$ cat src/rtl/cfc_pkg.sv
package cfc_pkg;
   localparam int TYPE_W = 2;

   typedef enum logic [TYPE_W-1:0] {
      FT_SYNC   = 2'd0,
      FT_CSTART = 2'd1,
      FT_CACK   = 2'd2,
      FT_OTHER  = 2'd3
   } ftype_e;

   typedef enum logic [1:0] {
      WS_IDLE = 2'd0,
      WS_OPEN = 2'd1,
      WS_EMIT = 2'd2
   } wstate_e;
endpackage

$ cat src/rtl/cfc_pick.sv
module cfc_pick #(
   parameter int N         = 4,
   parameter int IDX_W     = 2,
   parameter bit LOW_FIRST = 1'b1
) (
   input  logic [N-1:0]     req_i,
   output logic             vld_o,
   output logic [IDX_W-1:0] idx_o
);
   assign vld_o = |req_i;

   generate
      if (LOW_FIRST) begin : g_low
         always_comb begin
            idx_o = '0;
            for (int k = N-1; k >= 0; k--)
               if (req_i[k]) idx_o = IDX_W'(k);
         end
      end else begin : g_high
         always_comb begin
            idx_o = '0;
            for (int k = 0; k < N; k++)
               if (req_i[k]) idx_o = IDX_W'(k);
         end
      end
   endgenerate
endmodule

$ cat src/rtl/cfc_window.sv
module cfc_window import cfc_pkg::*; #(
   parameter int ID_W       = 3,
   parameter int TS_W       = 16,
   parameter int WIN_CYCLES = 8
) (
   input  logic                 clk,
   input  logic                 rst_n,
   input  logic                 open_i,
   input  logic                 join_i,
   input  logic                 emit_i,
   input  ftype_e               kind_i,
   input  logic [ID_W-1:0]      src_i,
   input  logic [TS_W-1:0]      ts_i,
   output wstate_e              state_o,
   output ftype_e               kind_o,
   output logic [ID_W-1:0]      src_o,
   output logic [TS_W-1:0]      ts_o,
   output logic [(1<<ID_W)-1:0] mask_o
);
   localparam int MASK_W = 1 << ID_W;
   localparam int CNT_W  = $clog2(WIN_CYCLES);
   localparam logic [CNT_W-1:0] LAST = CNT_W'(WIN_CYCLES - 1);

   logic [CNT_W-1:0]  cnt_q;
   logic [MASK_W-1:0] bit_in;

   assign bit_in = MASK_W'(1) << src_i;

   always_ff @(posedge clk) begin
      if (!rst_n) begin
         state_o <= WS_IDLE;
         kind_o  <= FT_SYNC;
         src_o   <= '0;
         ts_o    <= '0;
         mask_o  <= '0;
         cnt_q   <= '0;
      end else begin
         unique case (state_o)
            WS_IDLE: if (open_i) begin
               state_o <= WS_OPEN;
               kind_o  <= kind_i;
               src_o   <= src_i;
               ts_o    <= ts_i;
               mask_o  <= bit_in;
               cnt_q   <= '0;
            end
            WS_OPEN: begin
               if (join_i) mask_o <= mask_o | bit_in;
               if (cnt_q == LAST) state_o <= WS_EMIT;
               else               cnt_q   <= cnt_q + 1'b1;
            end
            WS_EMIT: if (emit_i) begin
               state_o <= WS_IDLE;
               mask_o  <= '0;
            end
            default: state_o <= WS_IDLE;
         endcase
      end
   end
endmodule

$ cat src/rtl/cfc_slot.sv
module cfc_slot #(
   parameter int FW = 8
) (
   input  logic          clk,
   input  logic          rst_n,
   input  logic          load_i,
   input  logic [FW-1:0] data_i,
   input  logic          ready_i,
   output logic          valid_o,
   output logic [FW-1:0] data_o
);
   always_ff @(posedge clk) begin
      if (!rst_n) begin
         valid_o <= 1'b0;
         data_o  <= '0;
      end else if (load_i) begin
         valid_o <= 1'b1;
         data_o  <= data_i;
      end else if (ready_i) begin
         valid_o <= 1'b0;
      end
   end
endmodule

$ cat src/rtl/cfcompress_fwd.sv
module cfcompress_fwd import cfc_pkg::*; #(
   parameter int NPORTS     = 4,
   parameter int ID_W       = 3,
   parameter int TS_W       = 16,
   parameter int WIN_CYCLES = 8,
   parameter bit LOW_FIRST  = 1'b1
) (
   input  logic                          clk,
   input  logic                          rst_n,
   input  logic                          mode_single,
   input  logic [NPORTS-1:0]             in_valid,
   output logic [NPORTS-1:0]             in_ready,
   input  logic [NPORTS*TYPE_W-1:0]      in_type,
   input  logic [NPORTS*ID_W-1:0]        in_src,
   input  logic [NPORTS*TS_W-1:0]        in_ts,
   output logic [NPORTS-1:0]             out_valid,
   input  logic [NPORTS-1:0]             out_ready,
   output logic [NPORTS*TYPE_W-1:0]      out_type,
   output logic [NPORTS*ID_W-1:0]        out_src,
   output logic [NPORTS*TS_W-1:0]        out_ts,
   output logic [NPORTS*(1<<ID_W)-1:0]   out_mask
);
   localparam int MASK_W = 1 << ID_W;
   localparam int IDX_W  = $clog2(NPORTS);
   localparam int FW     = TYPE_W + ID_W + TS_W + MASK_W;

   if (NPORTS < 2)      begin : g_bad_ports $error("NPORTS must be at least 2"); end
   if (WIN_CYCLES < 2)  begin : g_bad_win   $error("WIN_CYCLES must be at least 2"); end
   if (ID_W < 1 || ID_W > 8) begin : g_bad_id $error("ID_W out of range"); end
   if (TS_W < 1)        begin : g_bad_ts    $error("TS_W must be positive"); end

   logic             sel_v;
   logic [IDX_W-1:0] sel_i;
   logic [TYPE_W-1:0] sel_type_raw;
   ftype_e           sel_type;
   logic [ID_W-1:0]  sel_src;
   logic [TS_W-1:0]  sel_ts;

   cfc_pick #(.N(NPORTS), .IDX_W(IDX_W), .LOW_FIRST(LOW_FIRST)) u_pick (
      .req_i (in_valid),
      .vld_o (sel_v),
      .idx_o (sel_i)
   );

   always_comb begin
      sel_type_raw = '0;
      sel_src      = '0;
      sel_ts       = '0;
      for (int p = 0; p < NPORTS; p++) begin
         if (IDX_W'(p) == sel_i) begin
            sel_type_raw = in_type[p*TYPE_W +: TYPE_W];
            sel_src      = in_src[p*ID_W +: ID_W];
            sel_ts       = in_ts[p*TS_W +: TS_W];
         end
      end
   end
   assign sel_type = ftype_e'(sel_type_raw);

   // window state and latched mode
   wstate_e           w_state;
   ftype_e            w_kind;
   logic [ID_W-1:0]   w_src;
   logic [TS_W-1:0]   w_ts;
   logic [MASK_W-1:0] w_mask;
   logic              mode_q;
   logic              eff_single;

   assign eff_single = (w_state == WS_IDLE) ? mode_single : mode_q;

   always_ff @(posedge clk) begin
      if (!rst_n)                 mode_q <= 1'b0;
      else if (w_state == WS_IDLE) mode_q <= mode_single;
   end

   // routing decision for the selected ingress frame
   logic is_fwd, is_cmp, is_drop, others_free, all_free;
   logic emit_go, acc_open, acc_join, acc_fwd, accept;

   assign is_fwd  = (sel_type == FT_CSTART) || (sel_type == FT_CACK && !eff_single);
   assign is_cmp  = (sel_type == FT_SYNC)   || (sel_type == FT_CACK &&  eff_single);
   assign is_drop = (sel_type == FT_OTHER);

   always_comb begin
      others_free = 1'b1;
      for (int p = 0; p < NPORTS; p++)
         if (IDX_W'(p) != sel_i && out_valid[p]) others_free = 1'b0;
   end
   assign all_free = ~|out_valid;

   assign emit_go  = (w_state == WS_EMIT) && all_free;
   assign acc_open = sel_v && is_cmp && (w_state == WS_IDLE);
   assign acc_join = sel_v && is_cmp && (w_state == WS_OPEN) && (sel_type == w_kind);
   assign acc_fwd  = sel_v && is_fwd && others_free && !emit_go;
   assign accept   = sel_v && (is_drop || acc_open || acc_join || acc_fwd);

   always_comb begin
      in_ready = '0;
      for (int p = 0; p < NPORTS; p++)
         if (IDX_W'(p) == sel_i) in_ready[p] = accept;
   end

   cfc_window #(.ID_W(ID_W), .TS_W(TS_W), .WIN_CYCLES(WIN_CYCLES)) u_win (
      .clk     (clk),
      .rst_n   (rst_n),
      .open_i  (acc_open),
      .join_i  (acc_join),
      .emit_i  (emit_go),
      .kind_i  (sel_type),
      .src_i   (sel_src),
      .ts_i    (sel_ts),
      .state_o (w_state),
      .kind_o  (w_kind),
      .src_o   (w_src),
      .ts_o    (w_ts),
      .mask_o  (w_mask)
   );

   logic [FW-1:0] comp_word, fwd_word, load_word;
   assign comp_word = {w_kind, w_src, w_ts, w_mask};
   assign fwd_word  = {sel_type, sel_src, sel_ts, MASK_W'(1) << sel_src};
   assign load_word = emit_go ? comp_word : fwd_word;

   for (genvar p = 0; p < NPORTS; p++) begin : g_egr
      logic          load;
      logic [FW-1:0] word;

      assign load = emit_go || (acc_fwd && IDX_W'(p) != sel_i);

      cfc_slot #(.FW(FW)) u_slot (
         .clk     (clk),
         .rst_n   (rst_n),
         .load_i  (load),
         .data_i  (load_word),
         .ready_i (out_ready[p]),
         .valid_o (out_valid[p]),
         .data_o  (word)
      );

      assign {out_type[p*TYPE_W +: TYPE_W], out_src[p*ID_W +: ID_W],
              out_ts[p*TS_W +: TS_W], out_mask[p*MASK_W +: MASK_W]} = word;
   end
endmodule

$ cat config.mk
export PLATFORM = sky130hd
export DESIGN_NAME = cfcompress_fwd
export DESIGN_NICKNAME = d
export VERILOG_FILES = /design/src/rtl/cfc_pkg.sv /design/src/rtl/cfc_pick.sv /design/src/rtl/cfc_window.sv /design/src/rtl/cfc_slot.sv /design/src/rtl/cfcompress_fwd.sv
export SDC_FILE = /design/constraint.sdc
export NUM_CORES = 1
export LEC_CHECK = 0
export BUFFER_PORTS_ARGS = -buffer_cell sky130_fd_sc_hd__buf_2
export CORE_MARGIN = 2
export CORE_UTILIZATION = 50
export DETAILED_ROUTE_END_ITERATION = 12
export PLACE_DENSITY = 0.79
export SETUP_SLACK_MARGIN = 0.1
export SLEW_MARGIN = 20
export SYNTH_ARGS = -nofsm -noshare
export SYNTH_HDL_FRONTEND = slang
export SYNTH_SLANG_ARGS = --single-unit
$ cat constraint.sdc
create_clock -name clk -period 3.97 [get_ports clk]
set_clock_uncertainty 0.05 [all_clocks]
set_input_delay 0.1985 -clock clk [delete_from_list [all_inputs] [get_ports clk]]
set_output_delay 0.1985 -clock clk [all_outputs]
set_load 0.02 [all_outputs]
==> impl_summary.txt, run 1 <==
----------------------------------------------------
[Status]
  Status ... completed

[STA]
  TNS Setup ... 0 ns
  Transition at the pin with the smallest max-transition slack ... 0.8758 ns
  Setup repair after global routing missed its margin ... false
  Minimum clock period ... 3.271 ns
  Total of endpoints with negative setup slack in the final report ... 0
  Achievable Freq ... 305.7 MHz
  Final Cycle Share ... 0.8240
  Final-report max-slew violation count ... 0
  Number of hold violations in the final report ... 0
  Slew headroom ... 0.4162

[Logic synthesis]
  Flop and latch count out of synthesis ... 155
  Commonest register cell after synthesis ... sky130_fd_sc_hd__dfxtp_1
  Count of cell types in the netlist ... 64
  Sequential element share of the synthesized area ... 0.4277
  Post-synthesis cell type with the largest combined area ... sky130_fd_sc_hd__dfxtp_1
  Top post-synthesis cells by area ... sky130_fd_sc_hd__dfxtp_1 43%, sky130_fd_sc_hd__mux2i_1 17%, sky130_fd_sc_hd__nand2_1 10%
  Gate Count Post-Synth ... 840
  Synth warnings ... 0
  Syn_area_per_cell ... 8.638 um^2
  Fraction of synthesized cell area taken by the top area cell type ... 0.4277
  Share of flip-flops with an asynchronous set or reset ... 0
  Net Count, Synth ... 940
  Combined area of all synthesized cells ... 0.007256 mm^2
  Count of flip-flops with a built-in enable after synthesis ... 0

[Pwr]
  Static Leakage ... 4.616 nW
  Portion of total power attributed to combinational logic ... 0.213
  Power per cell area ... 495.4 mW/mm^2
  Part of the total power dissipated in sequential elements ... 0.392
  Worst supply voltage drop on vdd ... 0.0003443 V
  Internal ... 0.003164 W
  Switching share of total power ... 0.2962
  Clock network fraction of design power ... 0.395
  Power dissipated by switching net loads ... 0.001331 W

[Finish]
  Fraction of the core area covered by cells at the end of the flow ... 0.6316
  Count of fill cells added during filler insertion ... 1205
  Area growth syn-to-layout ... 25.07%
  Diodes inserted ... 0
  Most common library cell in the layout ignoring fill and taps ... sky130_fd_sc_hd__buf_2
  Top library cells by usage in the layout, fill and taps aside ... 217 x sky130_fd_sc_hd__buf_2, 195 x sky130_fd_sc_hd__nand2_1, 155 x sky130_fd_sc_hd__dfxtp_1
  Proportion of layout cells with a drive suffix above 1 ... 0.2757
  Net count, final ... 1129

[Route]
  Vias per std cell ... 5.535
  Post-Route WL ... 20.55 mm
  First-pass iteration count of the detailed router ... 5
  Routed len/inst ... 16.77 um
  Detailed-route via count ... 6780
  Post-detailed-route DRC marker count ... 0
  Final antenna-violating net count ... 0
  Number of design-rule violations left by the first detailed-router iteration ... 512

[Clocking]
  CTS H-tree depth ... 4
  Clock latency on the worst-skew pair ... 0.43 ns
  Clock Path Buffers ... 2
  CTS tree ... yes
  TritonCTS sink count ... 155
  Clock buffers created by TritonCTS ... 17
  # Post-CTS Setup Buffers ... 0
  Clock Pin Slew Worst Setup and Hold Paths ... 0.06 ns
  Number of buffers inserted by hold repair at cts ... 3
  Post-CTS resize count ... 0
  Clock root buffer ... sky130_fd_sc_hd__clkbuf_16

[Floorplanning]
  Width of the chip ... 124.5 um
  Top-level port count ... 219
  Overall die height ... 124.5 um
  Total Die Area ... 0.01549 mm^2
  Number of rows in the core area ... 44
  Placeable core region ... 0.01437 mm^2
  Starting density of the core ... 0.5050

[Global route]
  Overall fraction of global-route tracks in use ... 0.2652
  Pin count of the biggest net entering global routing ... 93
  Via count of the first global-routing pass ... 6436
  Number of antenna violations at the first check in global routing ... 0
  Wire length of the first global-routing pass ... 33.15 mm
  Grt ovf ... 0

[Setup path]
  Worst Path Buf+Inv ... 2
  Endpoint of the most critical register-to-register path ... g_egr[2].u_slot.data_o[0]$_SDFFE_PN0P_
  R2r worst-path depth ... 7
  Termination of the worst setup path ... in_ready[3]
  Crit start category ... register
  Levels on crit path ... 8
  Worst-path cell chain ... inv_1, ha_1, mux2i_1, o221ai_1, and2_2, a211oi_1, nor2_1, buf_2
  Top fanout value on the critical path ... 8
  Required time at the worst-slack endpoint ... 3.72 ns
  Crit Path Category ... reg -> out
  Register-to-register setup slack ... 1.23 ns
  Arrival time at the worst endpoint ... 3.02 ns
  Worst path slowest cell ... sky130_fd_sc_hd__a211oi_1
  Capturing element type of the critical path ... primary output
  Top cell family by delay on the critical path ... compound AO/OA/AOI/OAI gates
  Worst reg2reg path startpoint ... g_egr[3].u_slot.valid_o$_SDFFE_PN0P_
  Critical path's largest stage delay ... 0.55 ns
  Setup crit start ... u_win.state_o[0]$_SDFFE_PN0P_

[Placement]
  Routability Congestion ... 0.9471
  Port bufs ... 218
  HPWL after detailed placement ... 14.91 mm

[Min path]
  Worst min-delay path category ... in -> reg

[Flow run]
  Total of max-cap violations ... 0

----------------------------------------------------
[metrics by stage]
| stage | total power [W] | setup slack [ns] | cell area (um^2) | hold slack, ns | std cells |
|---|---|---|---|---|---|
| CTS | 0.004511 | 0.7474 | 9075 | 0.0001071 | 1225 |
| floorplan | 0.002453 | 1.645 | 7256 | 0.3303 | 840 |
| global placement | 0.002718 | 1.125 | 8399 | 0.3916 | 1191 |
| detailed placement | 0.002740 | 0.9994 | 8399 | 0.4005 | 1191 |
| finish | 0.004495 | 0.6989 | 9075 | 0.009044 | 1225 |
| global route | 0.004669 | 0.4938 | 9075 | 0.03097 | 1225 |
[area by class of cell]
| cell class | count | area (um^2) | share of cell area |
|---|---|---|---|
| clock buffer | 17 | 425.4 | 0.04688 |
| tap | 184 | 230.2 | 0.02537 |
| multi-input combinational | 603 | 3777 | 0.4162 |
| timing repair buffer | 232 | 1244 | 0.1370 |
| sequential | 155 | 3103 | 0.3419 |
| inverter | 20 | 75.07 | 0.008272 |
| clock inverter | 14 | 220.2 | 0.02427 |
[layer usage]
metal	part of all wire	routed length [um]	track usage	vias to the layer above
li1	-	-	-	3248
met1	0.45	9261	0.3624	3229
met2	0.47	9570	0.4159	275
met3	0.064	1322	0.05799	28
met4	0.019	393	0.09187	0
met5	0	0	0	-
[sequential cells by signal (all words and copies together), names as in the netlist]
| signal | cells |
|---|---|
| u_win.ts_o | 16 |
| u_win.kind_o | 2 |
| g_egr.u_slot.valid_o | 4 |
| u_win.mask_o | 8 |
| g_egr.u_slot.data_o | 116 |
| u_win.state_o | 2 |
| mode_q | 1 |
| u_win.src_o | 3 |
| u_win.cnt_q | 3 |
[power groups by stage]
stage | clock [W] | sequential [W] | combinational, W
5_1_grt | 0.00187 | 0.00178 | 0.00103
2_1_floorplan | 0 | 0.00189 | 0.000559
4_1_cts | 0.00180 | 0.00176 | 0.000952
6_report | 0.00178 | 0.00176 | 0.000956
3_3_place_gp | 0 | 0.00179 | 0.000926
3_5_place_dp | 0 | 0.00180 | 0.000944
[worst min-delay path by stage]
stage                                                       start                                       to  slack [ns]  depth (start not counted)
after CTS                                            out_ready[0]     g_egr[0].u_slot.valid_o$_SDFFE_PN0P_      0.0001                          3
after global placement    g_egr[0].u_slot.data_o[22]$_SDFFE_PN0P_  g_egr[0].u_slot.data_o[22]$_SDFFE_PN0P_        0.39                          2
final                                                out_ready[0]     g_egr[0].u_slot.valid_o$_SDFFE_PN0P_       0.009                          3
after detailed placement  g_egr[2].u_slot.data_o[17]$_SDFFE_PN0P_  g_egr[2].u_slot.data_o[17]$_SDFFE_PN0P_        0.40                          2
after global routing                                 out_ready[0]     g_egr[0].u_slot.valid_o$_SDFFE_PN0P_        0.03                          3
after floorplan                                      out_ready[0]     g_egr[0].u_slot.valid_o$_SDFFE_PN0P_        0.33                          2
[tightest hold or removal path, cell delays in order]
cell and delay [ns]:
sky130_fd_sc_hd__buf_2 0.07, sky130_fd_sc_hd__nand2b_1 0.10, sky130_fd_sc_hd__a21oi_1 0.06
[cell usage after synthesis, types with 6 or more instances]
| cell | n |
|---|---|
| sky130_fd_sc_hd__nor2b_1 | 7 |
| sky130_fd_sc_hd__dfxtp_1 | 155 |
| sky130_fd_sc_hd__nand2_1 | 195 |
| sky130_fd_sc_hd__buf_2 | 11 |
| sky130_fd_sc_hd__o22ai_1 | 15 |
| sky130_fd_sc_hd__nand3_1 | 9 |
| sky130_fd_sc_hd__buf_4 | 14 |
| sky130_fd_sc_hd__o21ai_0 | 29 |
| sky130_fd_sc_hd__nor2_1 | 58 |
| sky130_fd_sc_hd__clkbuf_1 | 32 |
| sky130_fd_sc_hd__or3_1 | 6 |
| sky130_fd_sc_hd__mux2i_1 | 123 |
| sky130_fd_sc_hd__inv_1 | 19 |
| sky130_fd_sc_hd__a21oi_1 | 56 |
| sky130_fd_sc_hd__o2bb2ai_1 | 13 |
| sky130_fd_sc_hd__nand2b_1 | 10 |
[logic make-up after synthesis]
| group | share of synthesized area |
|---|---|
| flops | 0.4277 |
| simple gates | 0.1874 |
| buf+inv | 0.05570 |
| fa+ha+maj | 0.008622 |
| mux | 0.1697 |
| compound gates | 0.1509 |
Note: power is estimated with default switching activity, not from simulation.
==> run 2: changes to the inputs <==
Settings changed: ABC_AREA set to 1, CORE_UTILIZATION 50 to 47, PLACE_DENSITY 0.79 to 0.77.
Clock period 3.97 ns to 2.81 ns, I/O delays scaled along.
==> run 2 against run 1 <==
  * Clock power is 32% higher
  * Critical path depth is 2 higher
  * Sequential share of layout area fell by 1.4 points
  * Largest power group is now combinational cells
  * Highest routed layer unchanged
==> impl_summary.txt, run 2 <==
----------------------------------------------------
[Floorplanning]
  Overall die height ... 131.6 um
  Width of the chip ... 131.6 um
  Placeable core region ... 0.01589 mm^2
  Number of rows in the core area ... 46
  Top-level port count ... 219
  Total Die Area ... 0.01731 mm^2
  Starting density of the core ... 0.4816

[Pwr]
  Overall power ... 0.01267 W
  Portion of total power attributed to combinational logic ... 0.528
  Power dissipated by switching net loads ... 0.005772 W
  Clock network fraction of design power ... 0.185
  Power per cell area ... 1340 mW/mm^2
  Static Leakage ... 5.052 nW
  Switching share of total power ... 0.4557
  Part of the total power dissipated in sequential elements ... 0.287
  Worst supply voltage drop on vdd ... 0.0006685 V
  Internal ... 0.006894 W

[Placement]
  Port bufs ... 218
  HPWL after detailed placement ... 15.21 mm
  Routability Congestion ... 0.9079

[Finish]
  Proportion of layout cells with a drive suffix above 1 ... 0.2247
  Max FFs per register ... 116
  Area growth syn-to-layout ... 23.55%
  Top library cells by usage in the layout, fill and taps aside ... 307 x sky130_fd_sc_hd__nand2_1, 280 x sky130_fd_sc_hd__nor2_1, 217 x sky130_fd_sc_hd__buf_2
  Net count, final ... 1423
  Diodes inserted ... 0
  Registers with the highest flip-flop counts ... g_egr.u_slot.data_o x116, u_win.ts_o x16, u_win.mask_o x8
  Biggest register ... g_egr.u_slot.data_o
  Most common library cell in the layout ignoring fill and taps ... sky130_fd_sc_hd__nand2_1

[STA]
  Final Cycle Share ... 0.8774
  Minimum clock period ... 2.465 ns
  Total of endpoints with negative setup slack in the final report ... 0
  Setup repair after global routing missed its margin ... false
  Number of hold violations in the final report ... 0
  Transition at the pin with the smallest max-transition slack ... 0.8993 ns
  Slew headroom ... 0.3941
  Final-report max-slew violation count ... 0
  Achievable Freq ... 405.6 MHz
  TNS Setup ... 0 ns

[Logic synthesis]
  Post-synthesis cell type with the largest combined area ... sky130_fd_sc_hd__dfxtp_1
  Syn_area_per_cell ... 6.758 um^2
  Sequential element share of the synthesized area ... 0.4056
  Combined area of all synthesized cells ... 0.007650 mm^2
  Synth warnings ... 0
  Flop and latch count out of synthesis ... 155
  Top post-synthesis cells by area ... sky130_fd_sc_hd__dfxtp_1 41%, sky130_fd_sc_hd__nand2_1 15%, sky130_fd_sc_hd__nor2_1 14%
  Share of flip-flops with an asynchronous set or reset ... 0
  Ranking of synthesized cells by instance count ... 307 x sky130_fd_sc_hd__nand2_1, 280 x sky130_fd_sc_hd__nor2_1, 155 x sky130_fd_sc_hd__dfxtp_1, 116 x sky130_fd_sc_hd__nand3b_1, 45 x sky130_fd_sc_hd__o21ai_0
  Commonest register cell after synthesis ... sky130_fd_sc_hd__dfxtp_1
  Count of flip-flops with a built-in enable after synthesis ... 0
  Count of cell types in the netlist ... 26
  Fraction of synthesized cell area taken by the top area cell type ... 0.4056
  Most used standard cell by instance count after synthesis ... sky130_fd_sc_hd__nand2_1
  Gate Count Post-Synth ... 1132
  Net Count, Synth ... 1232

[Global route]
  Number of antenna violations at the first check in global routing ... 0
  Overall fraction of global-route tracks in use ... 0.2600
  Wire length of the first global-routing pass ... 36.37 mm
  Grt ovf ... 0
  Pin count of the biggest net entering global routing ... 92
  Via count of the first global-routing pass ... 7331

[Setup path]
  Required time at the worst-slack endpoint ... 2.62 ns
  Capturing element type of the critical path ... primary output
  Crit Path Category ... reg -> out
  Arrival time at the worst endpoint ... 2.27 ns
  Top fanout value on the critical path ... 6
  Crit start category ... register

[Clocking]
  TritonCTS sink count ... 155
  Clock Path Buffers ... 2
  Clock Pin Slew Worst Setup and Hold Paths ... 0.06 ns
  CTS H-tree depth ... 4
  Clock buffers created by TritonCTS ... 17
  CTS tree ... yes
  Clock latency on the worst-skew pair ... 0.43 ns
  Clock root buffer ... sky130_fd_sc_hd__clkbuf_16

[Route]
  Detailed-route via count ... 7810
  Post-detailed-route DRC marker count ... 0
  Number of design-rule violations left by the first detailed-router iteration ... 523
  Final antenna-violating net count ... 0
  Routed len/inst ... 14.55 um
  First-pass iteration count of the detailed router ... 5
  Vias per std cell ... 5.035
  Post-Route WL ... 22.56 mm

[Status]
  Status ... completed

[Flow run]
  Total of max-cap violations ... 0

[Min path]
  Worst min-delay path category ... in -> reg

----------------------------------------------------
[run 2: cell types whose count changed after synthesis, moves of 13 or more]
| cell | before | now |
|---|---|---|
| sky130_fd_sc_hd__a21oi_1 | 56 | 25 |
| sky130_fd_sc_hd__inv_1 | 19 | 44 |
| sky130_fd_sc_hd__o21ai_0 | 29 | 45 |
| sky130_fd_sc_hd__o22ai_1 | 15 | 0 |
| sky130_fd_sc_hd__o2bb2ai_1 | 13 | 0 |
| sky130_fd_sc_hd__nand4_1 | 2 | 22 |
| sky130_fd_sc_hd__mux2i_1 | 123 | 1 |
| sky130_fd_sc_hd__nand3b_1 | 4 | 116 |
| sky130_fd_sc_hd__nand2_1 | 195 | 307 |
| sky130_fd_sc_hd__nor2_1 | 58 | 280 |
[run 2: power by group through the flow]
stage / sequential, W / clock (W) / combinational, W
finish: 0.00363 / 0.00235 / 0.00669
global route: 0.00372 / 0.00246 / 0.00746
CTS: 0.00362 / 0.00237 / 0.00666
detailed placement: 0.00364 / 0 / 0.00661
global placement: 0.00364 / 0 / 0.00648
floorplan: 0.00448 / 0 / 0.00408
[run 2: final cells by class]
| type | count | area [um^2] |
|---|---|---|
| fillers | 1522 | 6434 |
| multi-input cells | 845 | 3926 |
| flip-flops and latches | 155 | 3103 |
| repair buffers | 250 | 1354 |
| clock buffers | 24 | 481.7 |
| well taps | 216 | 270.3 |
| inverters | 54 | 202.7 |
| clock inverters | 7 | 113.9 |
[run 2: timing repair]
item / in CTS / in global routing
hold buffers: 3 / 0
hold endpoints to repair: 3 / 0
resized for setup: 0 / 0
setup endpoints to repair: 0 / 4
setup buffers: 0 / 2
[run 2: final timing paths]
kind | startpoint | endpoint | slack [ns] | cells past startpoint
hold reg to reg | u_win.src_o[2]$_SDFFE_PN0P_ | u_win.src_o[2]$_SDFFE_PN0P_ | 0.40 | 2
hold / removal | in_ts[13] | u_win.ts_o[13]$_SDFFE_PN0P_ | 0.05 | 5
setup reg to reg | u_win.state_o[0]$_SDFFE_PN0P_ | g_egr[0].u_slot.data_o[7]$_SDFFE_PN0P_ | 0.35 | 9
setup / recovery | u_win.state_o[0]$_SDFFE_PN0P_ | in_ready[2] | 0.34 | 10
[run 2: per-layer routing]
metal | vias to the layer above | share of wire | global-route usage
met5 | - | 0 | 0
met4 | 0 | 0.022 | 0.09239
met3 | 42 | 0.062 | 0.05903
met2 | 247 | 0.49 | 0.4546
met1 | 3560 | 0.42 | 0.3124
li1 | 3961 | - | -
[run 2: cells by family (layout without fill, tap and decap cells)]
logic type | after synthesis | in the layout | share of synthesized area
buffers and inverters | 132 | 335 | 0.08276
adders and majority gates | 5 | 5 | 0.008178
and+or+nand+nor | 756 | 756 | 0.4447
DFF | 155 | 155 | 0.4056
muxes | 1 | 1 | 0.001309
AOI/OAI and AO/OA | 83 | 83 | 0.05741
[run 2: critical path, cell delays in order (launching register included)]
cell and delay, ns:
sky130_fd_sc_hd__dfxtp_1 0.31, sky130_fd_sc_hd__inv_1 0.10, sky130_fd_sc_hd__ha_1 0.32, sky130_fd_sc_hd__mux2i_1 0.33, sky130_fd_sc_hd__nand2_2 0.10, sky130_fd_sc_hd__nand2_1 0.08, sky130_fd_sc_hd__nand2_2 0.07, sky130_fd_sc_hd__nand4_1 0.11
sky130_fd_sc_hd__nand2_1 0.11, sky130_fd_sc_hd__nor2_1 0.13, sky130_fd_sc_hd__buf_2 0.18
[run 2: stage by stage]
stage	worst slack (ns)	hold WS (ns)	cell area, um^2	instances	util
floorplan	0.7571	0.2757	7650	1132	-
global placement	0.4420	0.3844	8811	1515	0.5547
detailed placement	0.3966	0.3905	8811	1515	0.5547
CTS	0.2596	0.03363	9437	1549	0.5940
global route	0.1200	0.08230	9452	1551	0.5950
finish	0.3446	0.04699	9452	1551	0.5950
